[config.mk]
export PLATFORM = sky130hd
export DESIGN_NAME = irq_prio_ctrl
export DESIGN_NICKNAME = d
export VERILOG_FILES = /design/src/rtl/irqc_pkg.sv /design/src/rtl/irqc_ext_line.sv /design/src/rtl/irqc_int_rank.sv /design/src/rtl/irqc_ack_decode.sv /design/src/rtl/irq_prio_ctrl.sv
export SDC_FILE = /design/constraint.sdc
export NUM_CORES = 1
export LEC_CHECK = 0
export BUFFER_PORTS_ARGS = -buffer_cell sky130_fd_sc_hd__buf_4
export CORE_AREA = 2 2 58 60
export CTS_CLUSTER_SIZE = 24
export DETAILED_ROUTE_END_ITERATION = 7
export DIE_AREA = 0 0 60 62
export PLACE_DENSITY = 0.69
export RECOVER_POWER = 50
export SLEW_MARGIN = 20
export SYNTH_ARGS = -nofsm -noshare
export SYNTH_HDL_FRONTEND = slang
export SYNTH_HIERARCHICAL = 1
export SYNTH_SLANG_ARGS = --single-unit
[constraint.sdc]
create_clock -name clk -period 1.61 [get_ports clk]
set_input_delay 0.0805 -clock clk [delete_from_list [all_inputs] [get_ports clk]]
set_output_delay 0.0805 -clock clk [all_outputs]
set_load 0.02 [all_outputs]
[src/rtl/irqc_pkg.sv]
`timescale 1ns/1ps
package irqc_pkg;
    localparam int NUM_EXT  = 3;
    localparam int VEC_W    = 8;
    localparam int LOW_W    = 5;
    localparam int BASE_W   = VEC_W - LOW_W;
    localparam int EXT_CODE0 = 29;
    localparam logic [VEC_W-1:0] SPURIOUS_VEC = 8'h18;

    typedef enum logic [1:0] {
        SRC_CTRL   = 2'd0,
        SRC_PERIPH = 2'd1,
        SRC_AUTO   = 2'd2,
        SRC_RSVD   = 2'd3
    } vec_src_e;

    typedef struct packed {
        logic               oe;
        logic [VEC_W-1:0]   vec;
        logic [NUM_EXT-1:0] strobe;
    } ack_resp_t;

    // Level of external line k (0 -> 1, 1 -> 6, 2 -> 7)
    function automatic logic [2:0] ext_level(input int k);
        case (k)
            0:       return 3'd1;
            1:       return 3'd6;
            default: return 3'd7;
        endcase
    endfunction

    // Priority order: 7, 6, internal level 4, then 1
    function automatic logic [2:0] ipl_encode(input logic [NUM_EXT-1:0] ext_pend,
                                              input logic int_any);
        if (ext_pend[2])      return 3'd7;
        else if (ext_pend[1]) return 3'd6;
        else if (int_any)     return 3'd4;
        else if (ext_pend[0]) return 3'd1;
        else                  return 3'd0;
    endfunction
endpackage

[src/rtl/irqc_ext_line.sv]
`timescale 1ns/1ps
module irqc_ext_line #(
    parameter int SYNC_STAGES = 2
) (
    input  logic clk,
    input  logic rst,
    input  logic pin_n,
    input  logic edge_mode,
    input  logic clr,
    output logic pending
);
    localparam int MSB = SYNC_STAGES - 1;

    logic [SYNC_STAGES-1:0] sync_q;
    logic                   prev_q;
    logic                   latch_q;
    logic                   fall;

    always_ff @(posedge clk) begin
        if (rst) begin
            sync_q <= '1;
            prev_q <= 1'b1;
        end else begin
            sync_q <= {sync_q[SYNC_STAGES-2:0], pin_n};
            prev_q <= sync_q[MSB];
        end
    end

    assign fall = prev_q & ~sync_q[MSB];

    // A new edge wins over a clear in the same cycle
    always_ff @(posedge clk) begin
        if (rst)       latch_q <= 1'b0;
        else if (fall) latch_q <= 1'b1;
        else if (clr)  latch_q <= 1'b0;
    end

    assign pending = edge_mode ? latch_q : ~sync_q[MSB];

    p_edge_hold_r5: assert property (@(posedge clk) disable iff (rst)
        (latch_q && !clr) |=> latch_q);
endmodule

[src/rtl/irqc_int_rank.sv]
`timescale 1ns/1ps
module irqc_int_rank #(
    parameter int NUM_INT = 16,
    parameter int IDX_W   = 5
) (
    input  logic [NUM_INT-1:0] req,
    output logic               any,
    output logic [IDX_W-1:0]   idx
);
    always_comb begin
        idx = '0;
        for (int i = NUM_INT - 1; i >= 0; i--) begin
            if (req[i]) idx = IDX_W'(i);
        end
    end

    assign any = |req;
endmodule

[src/rtl/irqc_ack_decode.sv]
`timescale 1ns/1ps
module irqc_ack_decode
    import irqc_pkg::*;
#(
    parameter int IDX_W = 5
) (
    input  logic                clk,
    input  logic                rst,
    input  logic                ack_req,
    input  logic [2:0]          ack_level,
    input  logic [NUM_EXT-1:0]  ext_pend,
    input  logic [2*NUM_EXT-1:0] ext_src,
    input  logic                int_any,
    input  logic [IDX_W-1:0]    int_idx,
    input  logic [BASE_W-1:0]   vec_base,
    output logic [NUM_EXT-1:0]  ext_clr,
    output ack_resp_t           resp
);
    ack_resp_t resp_d;
    ack_resp_t resp_q;

    always_comb begin
        resp_d  = '0;
        ext_clr = '0;
        if (ack_req) begin
            resp_d.oe  = 1'b1;
            resp_d.vec = SPURIOUS_VEC;
            if (ack_level == 3'd4) begin
                if (int_any) resp_d.vec = {vec_base, LOW_W'(int_idx)};
            end else begin
                for (int k = 0; k < NUM_EXT; k++) begin
                    if (ack_level == ext_level(k) && ext_pend[k]) begin
                        ext_clr[k] = 1'b1;
                        case (vec_src_e'(ext_src[2*k +: 2]))
                            SRC_PERIPH: begin
                                resp_d.oe        = 1'b0;
                                resp_d.vec       = '0;
                                resp_d.strobe[k] = 1'b1;
                            end
                            SRC_AUTO: begin
                                resp_d.oe  = 1'b0;
                                resp_d.vec = '0;
                            end
                            default: resp_d.vec = {vec_base, LOW_W'(EXT_CODE0 + k)};
                        endcase
                    end
                end
            end
        end
    end

    always_ff @(posedge clk) begin
        if (rst) resp_q <= '0;
        else     resp_q <= resp_d;
    end

    assign resp = resp_q;

    p_strobe_onehot_r6: assert property (@(posedge clk) disable iff (rst)
        $onehot0(resp_q.strobe));
    p_strobe_excl_r6: assert property (@(posedge clk) disable iff (rst)
        (|resp_q.strobe) |-> !resp_q.oe);
    p_resp_pulse_r9: assert property (@(posedge clk) disable iff (rst)
        (resp_q.oe || (|resp_q.strobe)) |-> $past(ack_req));
endmodule

[src/rtl/irq_prio_ctrl.sv]
`timescale 1ns/1ps
module irq_prio_ctrl
    import irqc_pkg::*;
#(
    parameter int NUM_INT     = 16,
    parameter int SYNC_STAGES = 2
) (
    input  logic               clk,
    input  logic               rst,
    input  logic [NUM_INT-1:0] int_req,
    input  logic [2:0]         ext_irq_n,
    input  logic [2:0]         ext_edge_sel,
    input  logic [5:0]         ext_vec_sel,
    input  logic [2:0]         vec_base,
    input  logic               bclr_en,
    input  logic               ack_req,
    input  logic [2:0]         ack_level,
    output logic [2:0]         ipl,
    output logic [7:0]         vec_out,
    output logic               vec_oe,
    output logic [2:0]         iack,
    output logic               bclr
);
    localparam int IDX_W = LOW_W;

    if (NUM_INT > EXT_CODE0) begin : g_bad_count
        $error("NUM_INT overlaps the external vector codes");
    end

    logic [NUM_EXT-1:0] ext_pend;
    logic [NUM_EXT-1:0] ext_clr;
    logic               int_any;
    logic [IDX_W-1:0]   int_idx;
    logic [2:0]         ipl_q;
    logic               bclr_q;
    ack_resp_t          resp;

    for (genvar k = 0; k < NUM_EXT; k++) begin : g_ext
        irqc_ext_line #(.SYNC_STAGES(SYNC_STAGES)) u_line (
            .clk       (clk),
            .rst       (rst),
            .pin_n     (ext_irq_n[k]),
            .edge_mode (ext_edge_sel[k]),
            .clr       (ext_clr[k]),
            .pending   (ext_pend[k])
        );
    end

    irqc_int_rank #(.NUM_INT(NUM_INT), .IDX_W(IDX_W)) u_rank (
        .req (int_req),
        .any (int_any),
        .idx (int_idx)
    );

    irqc_ack_decode #(.IDX_W(IDX_W)) u_ack (
        .clk       (clk),
        .rst       (rst),
        .ack_req   (ack_req),
        .ack_level (ack_level),
        .ext_pend  (ext_pend),
        .ext_src   (ext_vec_sel),
        .int_any   (int_any),
        .int_idx   (int_idx),
        .vec_base  (vec_base),
        .ext_clr   (ext_clr),
        .resp      (resp)
    );

    always_ff @(posedge clk) begin
        if (rst) begin
            ipl_q  <= 3'd0;
            bclr_q <= 1'b0;
        end else begin
            ipl_q  <= ipl_encode(ext_pend, int_any);
            bclr_q <= bclr_en && (ipl_encode(ext_pend, int_any) != 3'd0);
        end
    end

    assign ipl     = ipl_q;
    assign bclr    = bclr_q;
    assign vec_out = resp.vec;
    assign vec_oe  = resp.oe;
    assign iack    = resp.strobe;

    p_ipl_legal_r2: assert property (@(posedge clk) disable iff (rst)
        !(ipl_q inside {3'd2, 3'd3, 3'd5}));
    p_ipl7_r2: assert property (@(posedge clk) disable iff (rst)
        ext_pend[2] |=> (ipl_q == 3'd7));
    p_rank_r3: assert property (@(posedge clk) disable iff (rst)
        int_any |-> ((int_req & ((NUM_INT'(1) << int_idx) - NUM_INT'(1))) == '0));
    p_bclr_r8: assert property (@(posedge clk) disable iff (rst)
        bclr_q |-> (ipl_q != 3'd0));
endmodule

### After elaboration in Yosys (flattened, before gate mapping)

Cells that the tools add are included.

* register bits after elaboration: 28
* bits in latches: 0
* RAM bits: 0
* memory bits (read-only): 0
* input port bits: 38
* output and inout bits: 16
* logic and storage cells: 108
* memories: 0

* add/subtract/negate cells: 0
* $mul: 0
* divide/modulo/power cells: 0
* $lt $le $gt $ge: 0
* equality and inequality tests: 10
* shift-type cells: 0
* mux-type cells: 56
* bitwise operators: 10
* reductions and logical operators: 16

Operator list (count)
* 4-bit 2-to-1 mux: 16
* 8-bit 2-to-1 mux: 5
* 3-bit 2-to-1 mux: 12
* 1-bit 2-to-1 mux: 20
* 9-bit 2-to-1 mux: 2
* 16-bit OR reduction: 1
* 4-bit OR reduction: 3
* 10-bit 2-to-1 mux: 1
* 3-bit equality test: 3
* 2-bit OR reduction: 4
* 1-bit inverter: 7
* 2-bit by 1-bit equality test with 1-bit output (second input constant): 3
* 2-bit equality test (second input constant): 3
* 2-bit nonzero test: 3
* 1-bit logical AND: 4
* 1-bit AND: 3
* 3-bit equality test (second input constant): 1
* 3-bit nonzero test: 1

### Depth between registers and ports, before layout

Gate-level depths: netlist of the first run.

* word-level depth: 18
* mapped depth: 6
* gate-level depth less buffers: 6

### Cells and area by module

The synthesis of the first run kept the hierarchy.

Modules (own cells, without submodules)
* irqc_ack_decode: times used 1, cells an instance 59, area an instance 568.0 um^2, seq. area each 240.2 um^2
* irqc_ext_line: times used 3, cells an instance 12, area an instance 141.4 um^2, seq. area each 80.1 um^2
* irqc_int_rank: times used 1, cells an instance 36, area an instance 187.7 um^2, seq. area each 0.0 um^2
* irq_prio_ctrl: times used 1, cells an instance 13, area an instance 127.6 um^2, seq. area each 80.1 um^2

### Worst setup path before layout of the first run

No wires, ideal clock.

* path kind: input-to-reg
* from: in int_req[4]
* to: reg ipl_q[0], in the netlist ipl[0]
* library setup time: 0.070 ns
* data arrival time: 1.352 ns
* required time: 1.540 ns
* path slack: 0.189 ns
* cell stages on the path: 5
* path buffers: 0
* path through: nor4_2 -> nand3_1 -> or3_1 -> or3b_1 -> a21oi_1

* word-level cells in the longest chain between the ends: 4

RTL lines
* start, declared: RTL line irq_prio_ctrl.sv:10 `input logic [NUM_INT-1:0] int_req,`
* 16-bit OR reduction: RTL line irqc_int_rank.sv:17 `assign any = |req;`
* via int_any: RTL line irq_prio_ctrl.sv:32 `logic int_any;`
* 3-bit 2-to-1 mux: RTL line irqc_pkg.sv:37 `else if (int_any) return 3'd4;`
* 3-bit 2-to-1 mux: RTL line irqc_pkg.sv:36 `else if (ext_pend[1]) return 3'd6;`
* 3-bit 2-to-1 mux: RTL line irqc_pkg.sv:35 `if (ext_pend[2]) return 3'd7;`
* end signal, assigned: RTL line irq_prio_ctrl.sv:74 `ipl_q <= ipl_encode(ext_pend, int_any);`
* end, declared: RTL line irq_prio_ctrl.sv:34 `logic [2:0] ipl_q;`

The timed path passes the listed nets, and every way through them passes these cells.
A chain may end at the register's enable or synchronous reset.

### Final worst setup path of the first run

* from: reg g_ext[0].u_line.latch_q
* to: reg u_ack.resp_q, in the netlist u_ack/resp[6]

* word-level cells in the longest chain between the ends: 6

RTL lines
* start, declared: RTL line irqc_ext_line.sv:16 `logic latch_q;`
* start signal, assigned: RTL line irqc_ext_line.sv:33 `if (rst) latch_q <= 1'b0;`
* start signal, assigned: RTL line irqc_ext_line.sv:34 `else if (fall) latch_q <= 1'b1;`
* start signal, assigned: RTL line irqc_ext_line.sv:35 `else if (clr) latch_q <= 1'b0;`
* 1-bit 2-to-1 mux: RTL line irqc_ext_line.sv:38 `assign pending = edge_mode ? latch_q : ~sync_q[MSB];`
* via ext_pend[0]: RTL line irq_prio_ctrl.sv:30 `logic [NUM_EXT-1:0] ext_pend;`
* 1-bit logical AND: RTL line irqc_ack_decode.sv:32 `if (ack_level == ext_level(k) && ext_pend[k]) begin`
* 9-bit 2-to-1 mux (2 in a row): RTL line irqc_ack_decode.sv:32
* 10-bit 2-to-1 mux: RTL line irqc_ack_decode.sv:32
* 8-bit 2-to-1 mux: RTL line irqc_ack_decode.sv:28 `if (ack_level == 3'd4) begin`
* end signal, assigned: RTL line irqc_ack_decode.sv:54 `else resp_q <= resp_d;`
* end, declared: RTL line irqc_ack_decode.sv:20 `ack_resp_t resp_q;`

The timed path passes the listed nets, and every way through them passes these cells.

==> out/qor.yml, run 1 <==
status: "complete, no violations"
fin_nets: 254
critical_path_class: "reg -> reg"
postSynth.asyncResetShare_pct: 0
die_w_um: 60
die_area_sq_um: 3720
portBuffers: 53
drv_cap: 0
timing.hold.ws_ps: 19.7
yosysTopAreaCell: "dfxtp_1"
ys_seq_area_share_pct: 42.9
ys_ff_latch: 28
synth-main-ff-cell: "dfxtp_1"
grt_max_degree: 19
root_buffer: "clkbuf_4"
postCtsSetupBuffers: 0
finalCritPeriodShare_pct: 95.9
ys_types: 39
rr_endpoint: "u_ack/resp[6]$_SDFF_PP0_"
synth-edff-count: 0
cts_buffers: 3
rr_startpoint: "g_ext[0].u_line/latch_q$_SDFFE_PP0P_"
place.gp.congestion: 0.801
area.growth.synth_to_final_pct: 42.8
firstDrtPassIters: 4
antenna_cells: 0
yosysWarnings: 6
cp-startpoint: "g_ext[0].u_line/latch_q$_SDFFE_PP0P_"
cp_data_required_time_ps: 1840
period_needed_ps: 1540
cts_resized: 0
holdPathEnd: "g_ext[2].u_line/latch_q$_SDFFE_PP0P_"
avgRoutedWirePerCell_um: 11.8
finalSetupViolations: 0
synth.top_cells.by_area: "dfxtp_1 (43%), or2_1 (4.3%), nand2b_4 (4.2%)"
synth_cells: 144
ant_nets: 0
avgViaCountPerCell: 4.81
die_h_um: 62
htreeDepth: 1
startpoint_type: "flop"
rsz0062_at_grt: "false"
min-delay-start: "rst"
grt.overflow.total: 0
reg2reg_slack_ps: 70
antenna_found_initial: 0
critical_path.endpoint_type: "flop"
synth_area_sq_um: 1310
r2r_cells: 6
synth_top_area_share_pct: 42.9
syn-num-nets: 185
fin_area_sq_um: 1870
cts.sinks: 28
cts.clk_slew.worst_paths_ps: 150
max_freq_mhz: 648
wirelength_um: 3060
hold_depth: 2
grt_usage_pct: 16.7
critPathArrivalTime_ps: 1770
skew_ps: 3.02
tritoncts: "yes"
n_fill_cell: 297
leakage_nw: 0.859
final_hold_viol_count: 0
cp_max_fo: 6
drc: 0
drive_above_1_share_pct: 29.7
syn_area_per_cell_sq_um: 9.08
rows: 21
grt_pass1_vias: 1110
route.vias.total: 1240
hpwl_um: 2430
placed_area_sq_um: 1790
dr.first_iter.drc_count: 52
ioPinCount: 54
initial_utilization_pct: 41.1
core_sq_um: 3180
cts_buffer_depth: 2
grt_pass1_wl_um: 4620
drv_slew: 0
worstSkewPairLatency_ps: 330
ir_drop_mv: 0.457
powerDensity_nw_per_um2: 764
hp-class: "in -> reg"
## per-layer routing
metal  vias to the layer above  share of wire, %  global-route usage [%]
li1                        634                 -                       -
met1                       560                42                    19.0
met2                        40                51                    30.4
met3                         6               4.8                    2.28
met4                         0               2.1                    8.57
met5                         -                 0                       0
## cells in the mapped netlist (2+ instances only)
cell and instances:
a21oi_1 7, nand2b_4 4, dfxtp_1 28, a31oi_1 3
nor3_1 3, inv_1 13, nor2_1 12, o21ai_0 4
ha_1 3, nand2_1 7, or2_1 9, nor2b_1 2
nand3_1 4, mux2i_1 3, a21oi_2 5, nand2b_1 5
nor4_1 2, and3_1 7, and2_1 3
## critical path, cell delays in order, from the launching register on
cell and delay, ps:
dfxtp_1 360, inv_1 40, mux2i_1 300, and4bb_1 370
a22o_1 190, nand2b_4 140, a21oi_2 50
## final cells by class
cell class              instances  area (sq um)  share of cell area (%)
multi-input cells             102           691                    37.0
flip-flops and latches         28           561                    30.0
repair buffers                 65           457                    24.5
well taps                      46          57.6                    3.08
inverters                      13          48.8                    2.61
clock inverters                 1          30.0                    1.61
clock buffers                   3          22.5                    1.21
## layout by cell type, fill, tap and decap left out, drive strengths merged, types with 4 or more instances in the layout
cell type and n:
inv 13, a21oi 12, and3 7, nand2b 9, nand2 7, o21ai 5
nor2 13, clkbuf 19, buf 42, or2 9, nand3 4, dfxtp 28
dlygate4sd3 7
## power by group
| group | internal [mW] | leakage, nW | switching [mW] |
|---|---|---|---|
| registers | 0.718 | 0.230 | 0.00991 |
| clock network | 0.252 | 0.0279 | 0.207 |
| logic | 0.127 | 0.602 | 0.112 |
## cell families (layout without fill, tap and decap cells)
group / after synthesis / after routing / share of synthesized area [%]
simple gates: 68 / 68 / 33.3
buf+inv: 14 / 82 / 4.31
other cells: 1 / 1 / 0.287
compound gates: 27 / 27 / 14.1
mux: 3 / 3 / 2.30
flops: 28 / 28 / 42.9
fa+ha+maj: 3 / 3 / 2.87
## timing repair
item / 4_1_cts / 5_1_grt
hold buffers: 6 / 1
endpoints found under the hold margin: 6 / 1
setup endpoints to repair: 0 / 0
## registers in the layout (all words and copies together) (netlist names)
| name | count |
|---|---|
| bclr | 1 |
| g_ext.u_line/latch_q | 3 |
| g_ext.u_line/sync_q | 6 |
| ipl | 3 |
| g_ext.u_line/prev_q | 3 |
| u_ack/resp | 12 |
## how the worst max path moves through the flow
stage	end	depth (start not counted)
6_report	u_ack/resp[6]$_SDFF_PP0_	6
5_1_grt	u_ack/resp[10]$_SDFF_PP0_	6
4_1_cts	u_ack/resp[6]$_SDFF_PP0_	6
3_5_place_dp	ipl[0]$_SDFF_PP0_	6
3_3_place_gp	ipl[0]$_SDFF_PP0_	6
2_1_floorplan	ipl[0]$_SDFF_PP0_	5
## through the flow
step                setup TNS [ps]  setup slack [ps]  cells  utilization, %  total power, mW
finish                           0              66.0    258            58.7             1.43
global route                     0              12.4    258            58.7             1.49
CTS                              0              87.0    257            59.9             1.44
detailed placement           -7.19             -7.19    247            56.4            0.976
global placement                 0              29.2    247            56.4            0.968
floorplan                        0               189    144               -            0.842
Power figures use the tool's default switching activity.
==> run 2: changes to the inputs <==
--- a/config.mk
+++ b/config.mk
@@ -6,11 +6,11 @@
 export NUM_CORES = 1
 export LEC_CHECK = 0
 export BUFFER_PORTS_ARGS = -buffer_cell sky130_fd_sc_hd__buf_4
-export CORE_AREA = 2 2 58 60
+export CORE_AREA = 2 2 59 61
 export CTS_CLUSTER_SIZE = 24
 export DETAILED_ROUTE_END_ITERATION = 7
-export DIE_AREA = 0 0 60 62
-export PLACE_DENSITY = 0.69
+export DIE_AREA = 0 0 61 63
+export PLACE_DENSITY = 0.7
 export RECOVER_POWER = 50
 export SLEW_MARGIN = 20
 export SYNTH_ARGS = -nofsm -noshare
==> constraint.sdc (replaced) <==
create_clock -name clk -period 1.3 [get_ports clk]
set_input_delay 0.065 -clock clk [delete_from_list [all_inputs] [get_ports clk]]
set_output_delay 0.065 -clock clk [all_outputs]
set_load 0.02 [all_outputs]
==> run 2 against run 1 <==
Net effect: the run now ends with setup timing left; power up 29%; sequential power up 24%; final area up 15%; sequential cell count unchanged; routed wire length up 12%; final cell count up 9.3%; utilization up 7.6 points; non-clock buffer count up 24; combinational power up 55%; die area up 3.3%; register-to-register slack worse by 110 ps; worst setup slack worse by 110 ps; largest cell class unchanged; highest routed layer unchanged.
==> out/qor.yml, run 2 (synthesized netlist as in run 1, its figures left out) <==
status: "finished, violations left"
violations: "setup timing"
skew_ps: 9.68
cp_num_buf_inv: 1
crit_path_top_delay_cell: "dfxtp_2"
fin_area_sq_um: 2140
grt_pass1_wl_um: 5310
finalCritPeriodShare_pct: 104
rsz0062_at_grt: "true"
layout_common_cells: "buf_4 (73), dfxtp_1 (24), nor2_1 (12)"
hold_depth: 3
drv_cap: 0
path_cells: "inv_2, mux2i_2, and4b_4, a22o_1, nand2b_4, a21oi_2"
worstSkewPairLatency_ps: 340
max_freq_mhz: 742
area.growth.synth_to_final_pct: 64.0
fin_nets: 278
antenna_found_initial: 0
drc: 0
fin_cells: 282
ir_drop_mv: 0.477
placed_cells: 266
startpoint_type: "flop"
fin_tns_setup_ps: -196
rr_startpoint: "g_ext[1].u_line/latch_q$_SDFFE_PP0P_"
tritoncts: "yes"
rows: 21
die_w_um: 61
cp_data_required_time_ps: 1530
initial_utilization_pct: 40.5
dr.first_iter.drc_count: 37
cp-startpoint: "g_ext[1].u_line/latch_q$_SDFFE_PP0P_"
min-delay-start: "ext_vec_sel[2]"
firstDrtPassIters: 4
antenna_cells: 0
setup_ws_ps: -47.5
cts.clk_slew.worst_paths_ps: 150
avgRoutedWirePerCell_um: 12.1
ioPinCount: 54
place.gp.congestion: 0.785
cp_max_fo: 4
avgViaCountPerCell: 4.83
holdPathEnd: "u_ack/resp[1]$_SDFF_PP0_"
core_sq_um: 3230
cts_buffer_depth: 2
htreeDepth: 1
drive_above_1_share_pct: 47.9
largest_reg_flops: 12
grt_pass1_vias: 1357
grt_max_degree: 19
layout_commonest_cell: "buf_4"
critPathArrivalTime_ps: 1580
hpwl_um: 2560
drv_slew: 0
root_buffer: "clkbuf_4"
path_delay_family: "simple AND/OR/NAND/NOR gates"
hp-class: "in -> reg"
grt.overflow.total: 0
reg2reg_slack_ps: -50
route.vias.total: 1363
wirelength_um: 3410
critical_path_class: "reg -> reg"
finalSetupViolations: 6
powerDensity_nw_per_um2: 859
final_hold_viol_count: 0
portBuffers: 53
cts_buffers: 3
grt_usage_pct: 18.2
power.total_mw: 1.84
critical_path.endpoint_type: "flop"
max_stage_delay_ps: 360
leakage_nw: 1.01
rr_endpoint: "u_ack/resp[7]$_SDFF_PP0_"
die_area_sq_um: 3840
n_fill_cell: 281
ant_nets: 0
r2r_cells: 6
dp_slack_ps: -324
cts.sinks: 28
placed_area_sq_um: 1940
period_needed_ps: 1350
die_h_um: 63
run 2: cell count changes in the layout (fill, tap and decap cells not counted), moves of 2 or more:
cell	previous run	this run
clkbuf_1	13	7
nand2b_1	5	3
inv_1	13	10
a21oi_1	7	5
mux2i_2	0	2
a21oi_2	5	7
nand2b_4	4	6
inv_2	0	3
dfxtp_2	0	4
buf_4	42	73
clkbuf_4	6	3
mux2i_1	3	0
dfxtp_1	28	24
run 2: worst register-to-register path, delay by kind of cell, from the launching register on:
kind,cells,cell delay [ps]
DFF,1,360
buffers and inverters,1,40
AOI/OAI and AO/OA,2,230
and+or+nand+nor,2,430
muxes,1,180
run 2: area by class of cell:
class | count | area [sq um] | share of cell area [%]
Inverter | 13 | 48.8 | 2.28
Clock buffer | 3 | 22.5 | 1.05
Clock inverter | 1 | 30.0 | 1.40
Sequential cell | 28 | 566 | 26.4
Multi-Input combinational cell | 102 | 754 | 35.2
Tap cell | 46 | 57.6 | 2.68
Timing Repair Buffer | 89 | 666 | 31.0
run 2: worst max-delay path by stage:
stage                                end  slack (ps)  depth (start not counted)
2_1_floorplan          ipl[0]$_SDFF_PP0_         -70                          5
3_3_place_gp           ipl[0]$_SDFF_PP0_        -220                          6
3_5_place_dp           ipl[0]$_SDFF_PP0_        -320                          6
4_1_cts        u_ack/resp[10]$_SDFF_PP0_         -60                          7
5_1_grt        u_ack/resp[10]$_SDFF_PP0_        -110                          7
6_report        u_ack/resp[7]$_SDFF_PP0_         -50                          6
run 2: metrics by stage:
step           util, %  hold WS [ps]
2_1_floorplan        -           127
3_3_place_gp      60.2           243
3_5_place_dp      60.2           249
4_1_cts           65.2          97.3
5_1_grt           66.4           123
6_report          66.4          95.3
run 2: repair_timing:
item,in CTS,in global routing
resized for setup,10,14
hold endpoints to repair,10,0
endpoints found under the setup margin,9,13
buffers inserted,1,5
hold buffers,8,0
pin swaps,7,10
run 2: routing by layer:
metal  share of wire, %  track usage (%)
met1                 39             19.8
met2                 53             33.5
met3                5.0             1.24
met4                2.2             8.97
met5                  0                0
run 2: report_power, final:
| group | leakage (nW) | switching (mW) | internal (mW) | total [mW] |
|---|---|---|---|---|
| clock network | 0.0279 | 0.256 | 0.312 | 0.568 |
| registers | 0.230 | 0.0135 | 0.890 | 0.903 |
| logic | 0.750 | 0.159 | 0.213 | 0.371 |
| total | 1.01 | 0.428 | 1.41 | 1.84 |
